$ cat config.mk
export PLATFORM = sky130hd
export DESIGN_NAME = splitter_top
export DESIGN_NICKNAME = d
export VERILOG_FILES = /design/src/rtl/splitPkg.sv /design/src/rtl/splitDatapath.sv /design/src/rtl/splitControl.sv /design/src/rtl/splitter_top.sv
export SDC_FILE = /design/constraint.sdc
export NUM_CORES = 1
export LEC_CHECK = 0
export BUFFER_PORTS_ARGS = -buffer_cell sky130_fd_sc_hd__buf_2
export CAP_MARGIN = 20
export CORE_UTILIZATION = 45
export CTS_CLUSTER_SIZE = 25
export DETAILED_ROUTE_END_ITERATION = 10
export GPL_ROUTABILITY_DRIVEN = 0
export GPL_TIMING_DRIVEN = 0
export PLACE_DENSITY = 0.8
export RECOVER_POWER = 100
export SLEW_MARGIN = 20
export SYNTH_ARGS = -nofsm -noshare
export SYNTH_HDL_FRONTEND = slang
export SYNTH_SLANG_ARGS = --single-unit
$ cat constraint.sdc
create_clock -name clk -period 7.4 [get_ports clk]
set_input_delay 2.22 -clock clk [delete_from_list [all_inputs] [get_ports clk]]
set_output_delay 2.22 -clock clk [all_outputs]
set_load 0.05 [all_outputs]
$ cat src/rtl/splitPkg.sv
package splitPkg;
  localparam int LW_BITS = 32;
  localparam int LEN_W   = 3;

  typedef struct packed {
    logic capReq;
    logic capLow;
    logic capHigh;
    logic selHigh;
  } ctrlStrobes_t;

  function automatic logic [LW_BITS-1:0] lenMask(input logic [LEN_W-1:0] len);
    logic [LW_BITS-1:0] m;
    case (len)
      3'd1:    m = 32'h0000_00FF;
      3'd2:    m = 32'h0000_FFFF;
      3'd3:    m = 32'h00FF_FFFF;
      default: m = 32'hFFFF_FFFF;
    endcase
    return m;
  endfunction
endpackage

$ cat src/rtl/splitDatapath.sv
module splitDatapath
  import splitPkg::*;
#(
  parameter int ADDR_W = 32
) (
  input  logic                clk,
  input  logic                rstN,
  input  ctrlStrobes_t        strb,
  input  logic                reqWrite,
  input  logic                reqLong,
  input  logic [ADDR_W-1:0]   reqAddr,
  input  logic [ADDR_W-1:0]   reqAddrNext,
  input  logic [LW_BITS-1:0]  reqWdata,
  input  logic [LW_BITS-1:0]  fragRdata,
  output logic                needTwo,
  output logic                fragWrite,
  output logic [ADDR_W-1:0]   fragAddr,
  output logic [LEN_W-1:0]    fragLen,
  output logic [LW_BITS-1:0]  fragWdata,
  output logic [LW_BITS-1:0]  rdataOut
);
  localparam int SH_W = $clog2(LW_BITS) + 1;

  logic                writeQ, longQ;
  logic [ADDR_W-1:0]   addrQ, nextQ;
  logic [LW_BITS-1:0]  wdataQ, rdataQ;
  logic [1:0]          byteOff;
  logic [LEN_W-1:0]    lowLen, highLen;
  logic [SH_W-1:0]     highShift;

  always_ff @(posedge clk or negedge rstN) begin
    if (!rstN) begin
      writeQ <= 1'b0;
      longQ  <= 1'b0;
      addrQ  <= '0;
      nextQ  <= '0;
      wdataQ <= '0;
    end else if (strb.capReq) begin
      writeQ <= reqWrite;
      longQ  <= reqLong;
      addrQ  <= reqAddr;
      nextQ  <= reqAddrNext;
      wdataQ <= reqWdata;
    end
  end

  always_comb begin
    byteOff = addrQ[1:0];
    needTwo = longQ ? (byteOff != 2'd0) : (byteOff == 2'd3);
    if (!needTwo)    lowLen = longQ ? 3'd4 : 3'd2;
    else if (longQ)  lowLen = 3'd4 - {1'b0, byteOff};
    else             lowLen = 3'd1;
    highLen   = longQ ? {1'b0, byteOff} : 3'd1;
    highShift = longQ ? (SH_W'(LW_BITS) - {1'b0, byteOff, 3'b000}) : SH_W'(8);
  end

  assign fragWrite = writeQ;
  assign fragAddr  = strb.selHigh ? {nextQ[ADDR_W-1:2], 2'b00} : addrQ;
  assign fragLen   = strb.selHigh ? highLen : lowLen;
  assign fragWdata = strb.selHigh ? ((wdataQ >> highShift) & lenMask(highLen))
                                  : (wdataQ & lenMask(lowLen));

  always_ff @(posedge clk or negedge rstN) begin
    if (!rstN)             rdataQ <= '0;
    else if (strb.capReq)  rdataQ <= '0;
    else if (strb.capLow)  rdataQ <= fragRdata & lenMask(lowLen);
    else if (strb.capHigh) rdataQ <= rdataQ | ((fragRdata & lenMask(highLen)) << highShift);
  end

  assign rdataOut = rdataQ;


  high_needs_split_chk: assert property (@(posedge clk) disable iff (!rstN)
    strb.capHigh |-> needTwo);

  high_len_range_chk: assert property (@(posedge clk) disable iff (!rstN)
    strb.selHigh |-> (fragLen != 3'd0 && fragLen != 3'd4));
endmodule

$ cat src/rtl/splitControl.sv
module splitControl
  import splitPkg::*;
(
  input  logic         clk,
  input  logic         rstN,
  input  logic         reqValid,
  input  logic         needTwo,
  input  logic         fragAck,
  input  logic         fragErr,
  output logic         reqReady,
  output logic         fragValid,
  output logic         doneValid,
  output logic         doneErr,
  output ctrlStrobes_t strb
);
  typedef enum logic [1:0] {ST_IDLE, ST_LOW, ST_HIGH, ST_DONE} splitState_t;

  splitState_t state, stateNext;
  logic        errQ, errNext;

  always_comb begin
    stateNext = state;
    errNext   = errQ;
    case (state)
      ST_IDLE: if (reqValid) begin
        stateNext = ST_LOW;
        errNext   = 1'b0;
      end
      ST_LOW: if (fragAck) begin
        if (fragErr) begin
          stateNext = ST_DONE;
          errNext   = 1'b1;
        end else begin
          stateNext = needTwo ? ST_HIGH : ST_DONE;
        end
      end
      ST_HIGH: if (fragAck) begin
        stateNext = ST_DONE;
        errNext   = fragErr;
      end
      default: stateNext = ST_IDLE;
    endcase
  end

  always_ff @(posedge clk or negedge rstN) begin
    if (!rstN) begin
      state <= ST_IDLE;
      errQ  <= 1'b0;
    end else begin
      state <= stateNext;
      errQ  <= errNext;
    end
  end

  assign reqReady     = (state == ST_IDLE);
  assign fragValid    = (state == ST_LOW) || (state == ST_HIGH);
  assign doneValid    = (state == ST_DONE);
  assign doneErr      = (state == ST_DONE) && errQ;
  assign strb.capReq  = (state == ST_IDLE) && reqValid;
  assign strb.capLow  = (state == ST_LOW) && fragAck && !fragErr;
  assign strb.capHigh = (state == ST_HIGH) && fragAck && !fragErr;
  assign strb.selHigh = (state == ST_HIGH);


  frag_hold_chk: assert property (@(posedge clk) disable iff (!rstN)
    (fragValid && !fragAck) |=> fragValid);

  high_after_low_chk: assert property (@(posedge clk) disable iff (!rstN)
    $rose(strb.selHigh) |-> ($past(state) == ST_LOW));

  done_pulse_chk: assert property (@(posedge clk) disable iff (!rstN)
    doneValid |=> !doneValid);

  busy_not_ready_chk: assert property (@(posedge clk) disable iff (!rstN)
    (fragValid || doneValid) |-> !reqReady);

  err_stops_chk: assert property (@(posedge clk) disable iff (!rstN)
    (fragValid && fragAck && fragErr) |=> (doneValid && doneErr));
endmodule

$ cat src/rtl/splitter_top.sv
module splitter_top
  import splitPkg::*;
#(
  parameter int ADDR_W = 32
) (
  input  logic              clk,
  input  logic              rstN,
  input  logic              reqValid,
  output logic              reqReady,
  input  logic              reqWrite,
  input  logic              reqLong,
  input  logic [ADDR_W-1:0] reqAddr,
  input  logic [ADDR_W-1:0] reqAddrNext,
  input  logic [31:0]       reqWdata,
  output logic              doneValid,
  output logic              doneErr,
  output logic [31:0]       doneRdata,
  output logic              fragValid,
  output logic              fragWrite,
  output logic [ADDR_W-1:0] fragAddr,
  output logic [2:0]        fragLen,
  output logic [31:0]       fragWdata,
  input  logic              fragAck,
  input  logic              fragErr,
  input  logic [31:0]       fragRdata
);
  ctrlStrobes_t strb;
  logic         needTwo;

  splitControl uCtrl (
    .clk(clk), .rstN(rstN), .reqValid(reqValid), .needTwo(needTwo),
    .fragAck(fragAck), .fragErr(fragErr), .reqReady(reqReady),
    .fragValid(fragValid), .doneValid(doneValid), .doneErr(doneErr), .strb(strb)
  );

  splitDatapath #(.ADDR_W(ADDR_W)) uPath (
    .clk(clk), .rstN(rstN), .strb(strb), .reqWrite(reqWrite), .reqLong(reqLong),
    .reqAddr(reqAddr), .reqAddrNext(reqAddrNext), .reqWdata(reqWdata),
    .fragRdata(fragRdata), .needTwo(needTwo), .fragWrite(fragWrite),
    .fragAddr(fragAddr), .fragLen(fragLen), .fragWdata(fragWdata), .rdataOut(doneRdata)
  );
endmodule

==> flow_metrics.py, run 1 <==
metrics = {
    "run_status": {
        "run_status": "finished, violations left",
        "failed_checks": "max-capacitance violations, max-slew violations",
    },
    "die": {
        "io-pin-count": 239,
        "core_region_area_um2": 15300,
        "die_outline_width_um": 128,
        "floorplan.initialDensity_pct": 46.6,
        "die_height_um": 128,
        "fp-row-count": 45,
        "dieArea_um2": 16400,
    },
    "timing": {
        "finClkSkew_ns": 0.00846,
        "final_critical_path_time_including_i_o_delays_and_setup_ns": 6.22,
        "worst_slew_pin_slew_ns": 3.07,
        "finalHoldWorstSlack_ns": 0.470,
        "timing.final.hold_violations": 0,
        "grt_setup_unrepaired": "no",
        "fmax_mhz": 161,
        "fin_setup_tns_ns": 0,
        "slew_violations": 63,
        "timing.final.crit_share_pct": 84.1,
        "finalSetupViolCount": 0,
        "worst_slew_margin_rel_pct": -104,
    },
    "synthesis": {
        "synth-warning-count": 0,
        "largest_area_contributor_in_the_netlist": "sky130_fd_sc_hd__dfrtp_1",
        "synth_top_area_share_pct": 46.0,
        "synth_edf_count": 0,
        "net_count_of_the_mapped_netlist": 946,
        "postSynth.asyncResetShare_pct": 100,
        "synthesis.area_um2": 7130,
        "synth_seq_area_share_pct": 46.0,
        "synth.lib_cells_used.distinct": 46,
        "synth_seq_cells": 131,
        "syn_avg_cell_area_um2": 8.91,
        "ranking_of_synthesized_cells_by_instance_count": "301 x sky130_fd_sc_hd__nand2_1, 131 x sky130_fd_sc_hd__dfrtp_1, 34 x sky130_fd_sc_hd__clkbuf_1, 34 x sky130_fd_sc_hd__mux2i_1, 32 x sky130_fd_sc_hd__mux2_2",
        "postSynthCellCount": 800,
        "post-synth-top-count-cell": "sky130_fd_sc_hd__nand2_1",
        "yosys_most_used_dff": "sky130_fd_sc_hd__dfrtp_1",
        "dominant_cells_by_area_after_synthesis": "sky130_fd_sc_hd__dfrtp_1 46%, sky130_fd_sc_hd__nand2_1 16%, sky130_fd_sc_hd__mux2_2 5.1%",
    },
    "cts": {
        "cts.sink_count": 131,
        "clock_latency_ns": 0.42,
        "number_of_h_tree_branching_levels": 4,
        "number_of_buffers_inserted_by_hold_repair_at_cts": 0,
        "post_cts.resized_instances": 0,
        "clkTransAtPathRegs_ns": 0.06,
        "tritoncts.num_buffers": 17,
        "cts-root-buf": "sky130_fd_sc_hd__clkbuf_16",
        "max-clock-path-buffers": 2,
        "postCtsSetupRepairBufs": 0,
        "clock_tree_from_tritoncts": "done",
    },
    "placement": {
        "post-dp-hpwl_mm": 17.3,
        "port_buffers": 236,
        "number_of_placed_instances_taps_included": 1248,
    },
    "global_route": {
        "grt_pass1_wl_mm": 36.5,
        "grt_antenna_before_repair": 1,
        "remaining_overflow_grt": 0,
        "grt_util_all_layers_pct": 29.5,
        "grt_start_max_net_pins": 79,
        "first_global_vias": 6938,
    },
    "drt": {
        "route.detailed.vias_per_inst": 5.60,
        "starting_drc_count_in_detailed_routing": 561,
        "drt_first_pass_iters": 7,
        "route.detailed.drc": 0,
        "via_count": 7179,
        "route.detailed.wl_per_inst_um": 18.5,
        "detail_route.wirelength_mm": 23.7,
        "ant_nets": 0,
    },
    "worst_setup_path": {
        "critPathKind": "register to output port",
        "required_ns": 5.18,
        "crit_path_cell_chain": "clkbuf_1, inv_1, ha_1, clkbuf_1, nand3b_1, o311ai_0, a22o_1, clkbuf_1",
        "worstSetupPathDepth": 8,
        "cp_slowest_cell": "sky130_fd_sc_hd__o311ai_0",
        "slowest_delay_ns": 0.58,
        "timing.critical_path.to_type": "output port",
        "cp.buffers_inverters": 4,
        "reg2regPathDepth": 8,
        "cp_max_fo": 11,
        "critical-path-top-cell-by-count": "sky130_fd_sc_hd__clkbuf_1",
        "timing.critical_path.arrival_ns": 4.00,
        "timing.critical_path.from_type": "register",
        "cell_type_group_with_the_largest_total_delay_on_the_critical_path": "buffers and inverters",
    },
    "flow_run": {
        "timing.max_cap.violations": 2,
    },
    "layout": {
        "area.growth.synth_to_final_pct": 27.6,
        "layout.nets": 1202,
        "stdcell_count": 1282,
        "layout-drive-gt1-share_pct": 20.6,
    },
    "min_path": {
        "timing.hold.worst_path_depth": 2,
        "min_path_type": "register to register",
    },
}
[worst paths after layout]
path                                              from                             end  slack, ns
setup / recovery            uPath.addrQ[0]$_DFFE_PN0P_                   fragWdata[16]       1.18
min in group asynchronous                         rstN     uPath.wdataQ[6]$_DFFE_PN0P_       2.81
max in group asynchronous                         rstN     uPath.addrQ[25]$_DFFE_PN0P_       2.84
hold reg to reg            uPath.addrQ[15]$_DFFE_PN0P_     uPath.addrQ[15]$_DFFE_PN0P_       0.47
setup reg to reg            uPath.addrQ[0]$_DFFE_PN0P_  uPath.rdataOut[24]$_DFFE_PN0P_       4.35
hold / removal             uPath.addrQ[15]$_DFFE_PN0P_     uPath.addrQ[15]$_DFFE_PN0P_       0.47
[sequential cells by signal, indices dropped and copies added (netlist names)]
signal,flops
uCtrl.errQ,1
uCtrl.state,2
uPath.addrQ,32
uPath.fragWrite,1
uPath.longQ,1
uPath.nextQ,30
uPath.rdataOut,32
uPath.wdataQ,32
[cells by family after synthesis]
family | count (synthesis) | share of synthesized area [%]
DFF | 131 | 46.0
buffers and inverters | 67 | 3.75
AOI/OAI and AO/OA | 133 | 13.3
muxes | 72 | 11.7
and+or+nand+nor | 386 | 23.4
adders and majority gates | 11 | 1.93
[worst min-delay path: stages (launching register included)]
cell and delay [ns]:
sky130_fd_sc_hd__dfrtp_1 0.34, sky130_fd_sc_hd__nand2_1 0.05, sky130_fd_sc_hd__nand2_1 0.05
[metal layers]
| layer | part of all wire, % | track usage, % |
|---|---|---|
| met4 | 3.1 | 13.7 |
| met3 | 10 | 8.35 |
| met1 | 39 | 36.6 |
| met2 | 47 | 47.5 |
| met5 | 0 | 0 |
[final cells by class]
| type | count | area (um^2) |
|---|---|---|
| fillers | 1404 | 6210 |
| multi-input cells | 602 | 3580 |
| flip-flops and latches | 131 | 3280 |
| repair buffers | 237 | 1080 |
| clock buffers | 19 | 433 |
| well taps | 211 | 264 |
| plain buffers | 52 | 206 |
| clock inverters | 13 | 198 |
| inverters | 15 | 56.3 |
| diodes | 2 | 5.00 |
[layout by cell type, fill, tap and decap left out, types with 9 or more instances in the layout]
cell type                     n
sky130_fd_sc_hd__nand2_1    301
sky130_fd_sc_hd__buf_2      146
sky130_fd_sc_hd__clkbuf_1   140
sky130_fd_sc_hd__dfrtp_1    131
sky130_fd_sc_hd__mux2i_1     34
sky130_fd_sc_hd__mux2_2      30
sky130_fd_sc_hd__o21ai_0     29
sky130_fd_sc_hd__a22o_1      26
sky130_fd_sc_hd__a21oi_1     26
sky130_fd_sc_hd__clkbuf_16   17
sky130_fd_sc_hd__inv_1       14
sky130_fd_sc_hd__nand2b_1    12
sky130_fd_sc_hd__nor2b_1     12
sky130_fd_sc_hd__ha_1        11
sky130_fd_sc_hd__nor3_1      10
sky130_fd_sc_hd__o22ai_1     10
sky130_fd_sc_hd__nor2_1       9
sky130_fd_sc_hd__a32oi_1      9
sky130_fd_sc_hd__nor3b_1      9
[through the flow]
stage	setup WS [ns]	area (um^2)	util, %
global placement	2.21	8580	56.0
detailed placement	2.20	8610	56.3
floorplan	2.64	7130	-
global route	1.04	9100	59.4
CTS	1.72	9250	60.4
finish	1.18	9100	59.4
Power of run 1 is not shown: default switching activity piles up to over one toggle a cycle in this logic, so the estimate is an artifact.
==> run 2, diff against run 1 <==
==> constraint.sdc (replaced) <==
create_clock -name clk -period 5.9 [get_ports clk]
set_input_delay 1.77 -clock clk [delete_from_list [all_inputs] [get_ports clk]]
set_output_delay 1.77 -clock clk [all_outputs]
set_load 0.05 [all_outputs]
==> run 2 against run 1 <==
Effect of this change:
- critical path type unchanged
- worst hold slack hardly changed
- wire length rose by 0.36%
- the run still ends with max-capacitance violations, max-slew violations left
- sequential share of layout area is essentially flat
- global-route usage stayed put
- final cell count unchanged
==> flow_metrics.py, run 2 (synthesized netlist as in run 1, its figures left out) <==
metrics = {
    "cts": {
        "cts.sink_count": 131,
        "cts-root-buf": "sky130_fd_sc_hd__clkbuf_16",
        "max-clock-path-buffers": 2,
        "clkTransAtPathRegs_ns": 0.06,
        "post_cts.resized_instances": 0,
        "clock_latency_ns": 0.42,
        "tritoncts.num_buffers": 17,
        "number_of_buffers_inserted_by_hold_repair_at_cts": 0,
        "number_of_h_tree_branching_levels": 4,
        "clock_tree_from_tritoncts": "done",
        "postCtsSetupRepairBufs": 0,
    },
    "run_status": {
        "run_status": "finished, violations left",
        "failed_checks": "max-capacitance violations, max-slew violations",
    },
    "worst_setup_path": {
        "timing.critical_path.to_type": "output port",
        "crit_path_start": "uPath.addrQ[0]$_DFFE_PN0P_",
        "reg2reg_setup_slack_ns": 2.36,
        "crit_path_cell_chain": "clkbuf_1, inv_1, ha_1, nand2_1, clkbuf_1, o21ai_0, nand2_1, a22o_1, clkbuf_1",
        "critPathKind": "register to output port",
        "cp.buffers_inverters": 4,
        "required_ns": 4.13,
        "critical_path.reg2reg.startpoint": "uPath.addrQ[0]$_DFFE_PN0P_",
        "timing.critical_path.arrival_ns": 3.79,
        "slowest_delay_ns": 0.52,
        "timing.critical_path.from_type": "register",
        "timing.rr.end": "uPath.rdataOut[0]$_DFFE_PN0P_",
        "cell_type_group_with_the_largest_total_delay_on_the_critical_path": "buffers and inverters",
        "cp_slowest_cell": "sky130_fd_sc_hd__clkbuf_1",
        "cp_max_fo": 11,
        "reg2regPathDepth": 8,
        "critical-path-top-cell-by-count": "sky130_fd_sc_hd__clkbuf_1",
    },
    "die": {
        "fp-row-count": 45,
        "floorplan.initialDensity_pct": 46.6,
        "core_region_area_um2": 15300,
        "die_outline_width_um": 128,
        "die_height_um": 128,
        "io-pin-count": 239,
        "dieArea_um2": 16400,
    },
    "timing": {
        "final_critical_path_time_including_i_o_delays_and_setup_ns": 5.56,
        "worst_slew_pin_slew_ns": 3.09,
        "timing.final.crit_share_pct": 94.2,
        "fin_setup_tns_ns": 0,
        "finalHoldWorstSlack_ns": 0.470,
        "finClkSkew_ns": 0.00819,
        "timing.final.hold_violations": 0,
        "grt_setup_unrepaired": "no",
        "worst_slew_margin_rel_pct": -106,
        "finalSetupViolCount": 0,
        "fmax_mhz": 180,
        "slew_violations": 54,
    },
    "layout": {
        "final.fill_count": 1404,
        "area.sequential_um2": 3280,
        "area.growth.synth_to_final_pct": 27.7,
        "stdcell_count": 1282,
        "commonest_cells_after_routing_fill_and_taps_aside": "301 x sky130_fd_sc_hd__nand2_1, 156 x sky130_fd_sc_hd__buf_2, 131 x sky130_fd_sc_hd__clkbuf_1, 131 x sky130_fd_sc_hd__dfrtp_1, 34 x sky130_fd_sc_hd__mux2i_1",
        "layout.nets": 1202,
        "multi_input_area_um2": 3570,
        "layout.cells.most_common": "sky130_fd_sc_hd__nand2_1",
        "layout-drive-gt1-share_pct": 21.2,
    },
    "min_path": {
        "min_to": "uPath.addrQ[15]$_DFFE_PN0P_",
        "hold_path_startpoint": "uPath.addrQ[15]$_DFFE_PN0P_",
        "min_path_type": "register to register",
        "timing.hold.worst_path_depth": 2,
    },
    "drt": {
        "route.detailed.wl_per_inst_um": 18.5,
        "drt_first_pass_iters": 5,
        "route.detailed.vias_per_inst": 5.60,
        "starting_drc_count_in_detailed_routing": 570,
        "via_count": 7174,
        "detail_route.wirelength_mm": 23.8,
        "ant_nets": 0,
        "route.detailed.drc": 0,
    },
    "placement": {
        "port_buffers": 236,
        "post-dp-hpwl_mm": 17.3,
        "number_of_placed_instances_taps_included": 1248,
    },
    "global_route": {
        "remaining_overflow_grt": 0,
        "grt_start_max_net_pins": 79,
        "grt_pass1_wl_mm": 36.5,
        "first_global_vias": 6938,
        "grt_util_all_layers_pct": 29.5,
        "grt_antenna_before_repair": 1,
    },
    "flow_run": {
        "timing.max_cap.violations": 1,
    },
}
## run 2: changes by cell type in the layout (fill, tap and decap cells not counted)
cell                       before  now
sky130_fd_sc_hd__a21boi_0       1    2
sky130_fd_sc_hd__a21boi_2       1    0
sky130_fd_sc_hd__a21oi_1       26   27
sky130_fd_sc_hd__a21oi_2        1    0
sky130_fd_sc_hd__a221o_1        0    1
sky130_fd_sc_hd__a221o_2        1    0
sky130_fd_sc_hd__buf_1          4    3
sky130_fd_sc_hd__buf_2        146  156
sky130_fd_sc_hd__clkbuf_1     140  131
sky130_fd_sc_hd__o21ai_0       29   28
sky130_fd_sc_hd__o21ai_1        0    1
sky130_fd_sc_hd__o311ai_0       1    0
sky130_fd_sc_hd__o311ai_1       0    1
## run 2: layer usage
| layer | up-vias | part of all wire (%) | track usage [%] |
|---|---|---|---|
| met5 | - | 0 | 0 |
| met4 | 0 | 3.4 | 13.7 |
| met3 | 69 | 11 | 8.35 |
| met2 | 439 | 47 | 47.5 |
| met1 | 3399 | 39 | 36.6 |
| li1 | 3267 | - | - |
## run 2: cell type report
class	instances	share of cell area (%)
inverters	15	0.618
clock buffers	19	4.75
multi-input cells	602	39.2
plain buffers	52	2.25
repair buffers	237	12.1
diodes	2	0.0550
flip-flops and latches	131	36.0
well taps	211	2.90
clock inverters	13	2.17
## run 2: worst max-delay path by stage
stage | slack [ns] | cells after the start | to
finish | 0.34 | 9 | fragWdata[2]
CTS | 0.67 | 9 | fragWdata[5]
floorplan | 1.59 | 8 | fragWdata[1]
global route | 0.24 | 9 | fragWdata[2]
detailed placement | 1.15 | 9 | fragWdata[4]
global placement | 1.16 | 9 | fragWdata[1]
## run 2: worst reg2reg max path, stage by stage (launching register included)
cell and delay, ns:
sky130_fd_sc_hd__dfrtp_1 0.46, sky130_fd_sc_hd__clkbuf_1 0.36, sky130_fd_sc_hd__inv_1 0.29, sky130_fd_sc_hd__ha_1 0.34
sky130_fd_sc_hd__a21boi_0 0.45, sky130_fd_sc_hd__clkbuf_1 0.50, sky130_fd_sc_hd__nand4_1 0.17, sky130_fd_sc_hd__a21oi_1 0.68
sky130_fd_sc_hd__a22o_1 0.23
## run 2: stage by stage
step	instance area, um^2	setup slack, ns	util (%)
global route	9100	0.235	59.4
detailed placement	8610	1.15	56.3
finish	9110	0.344	59.5
CTS	9250	0.667	60.4
global placement	8580	1.16	56.0
floorplan	7130	1.59	-
Power of run 2 is left out for the same reason.
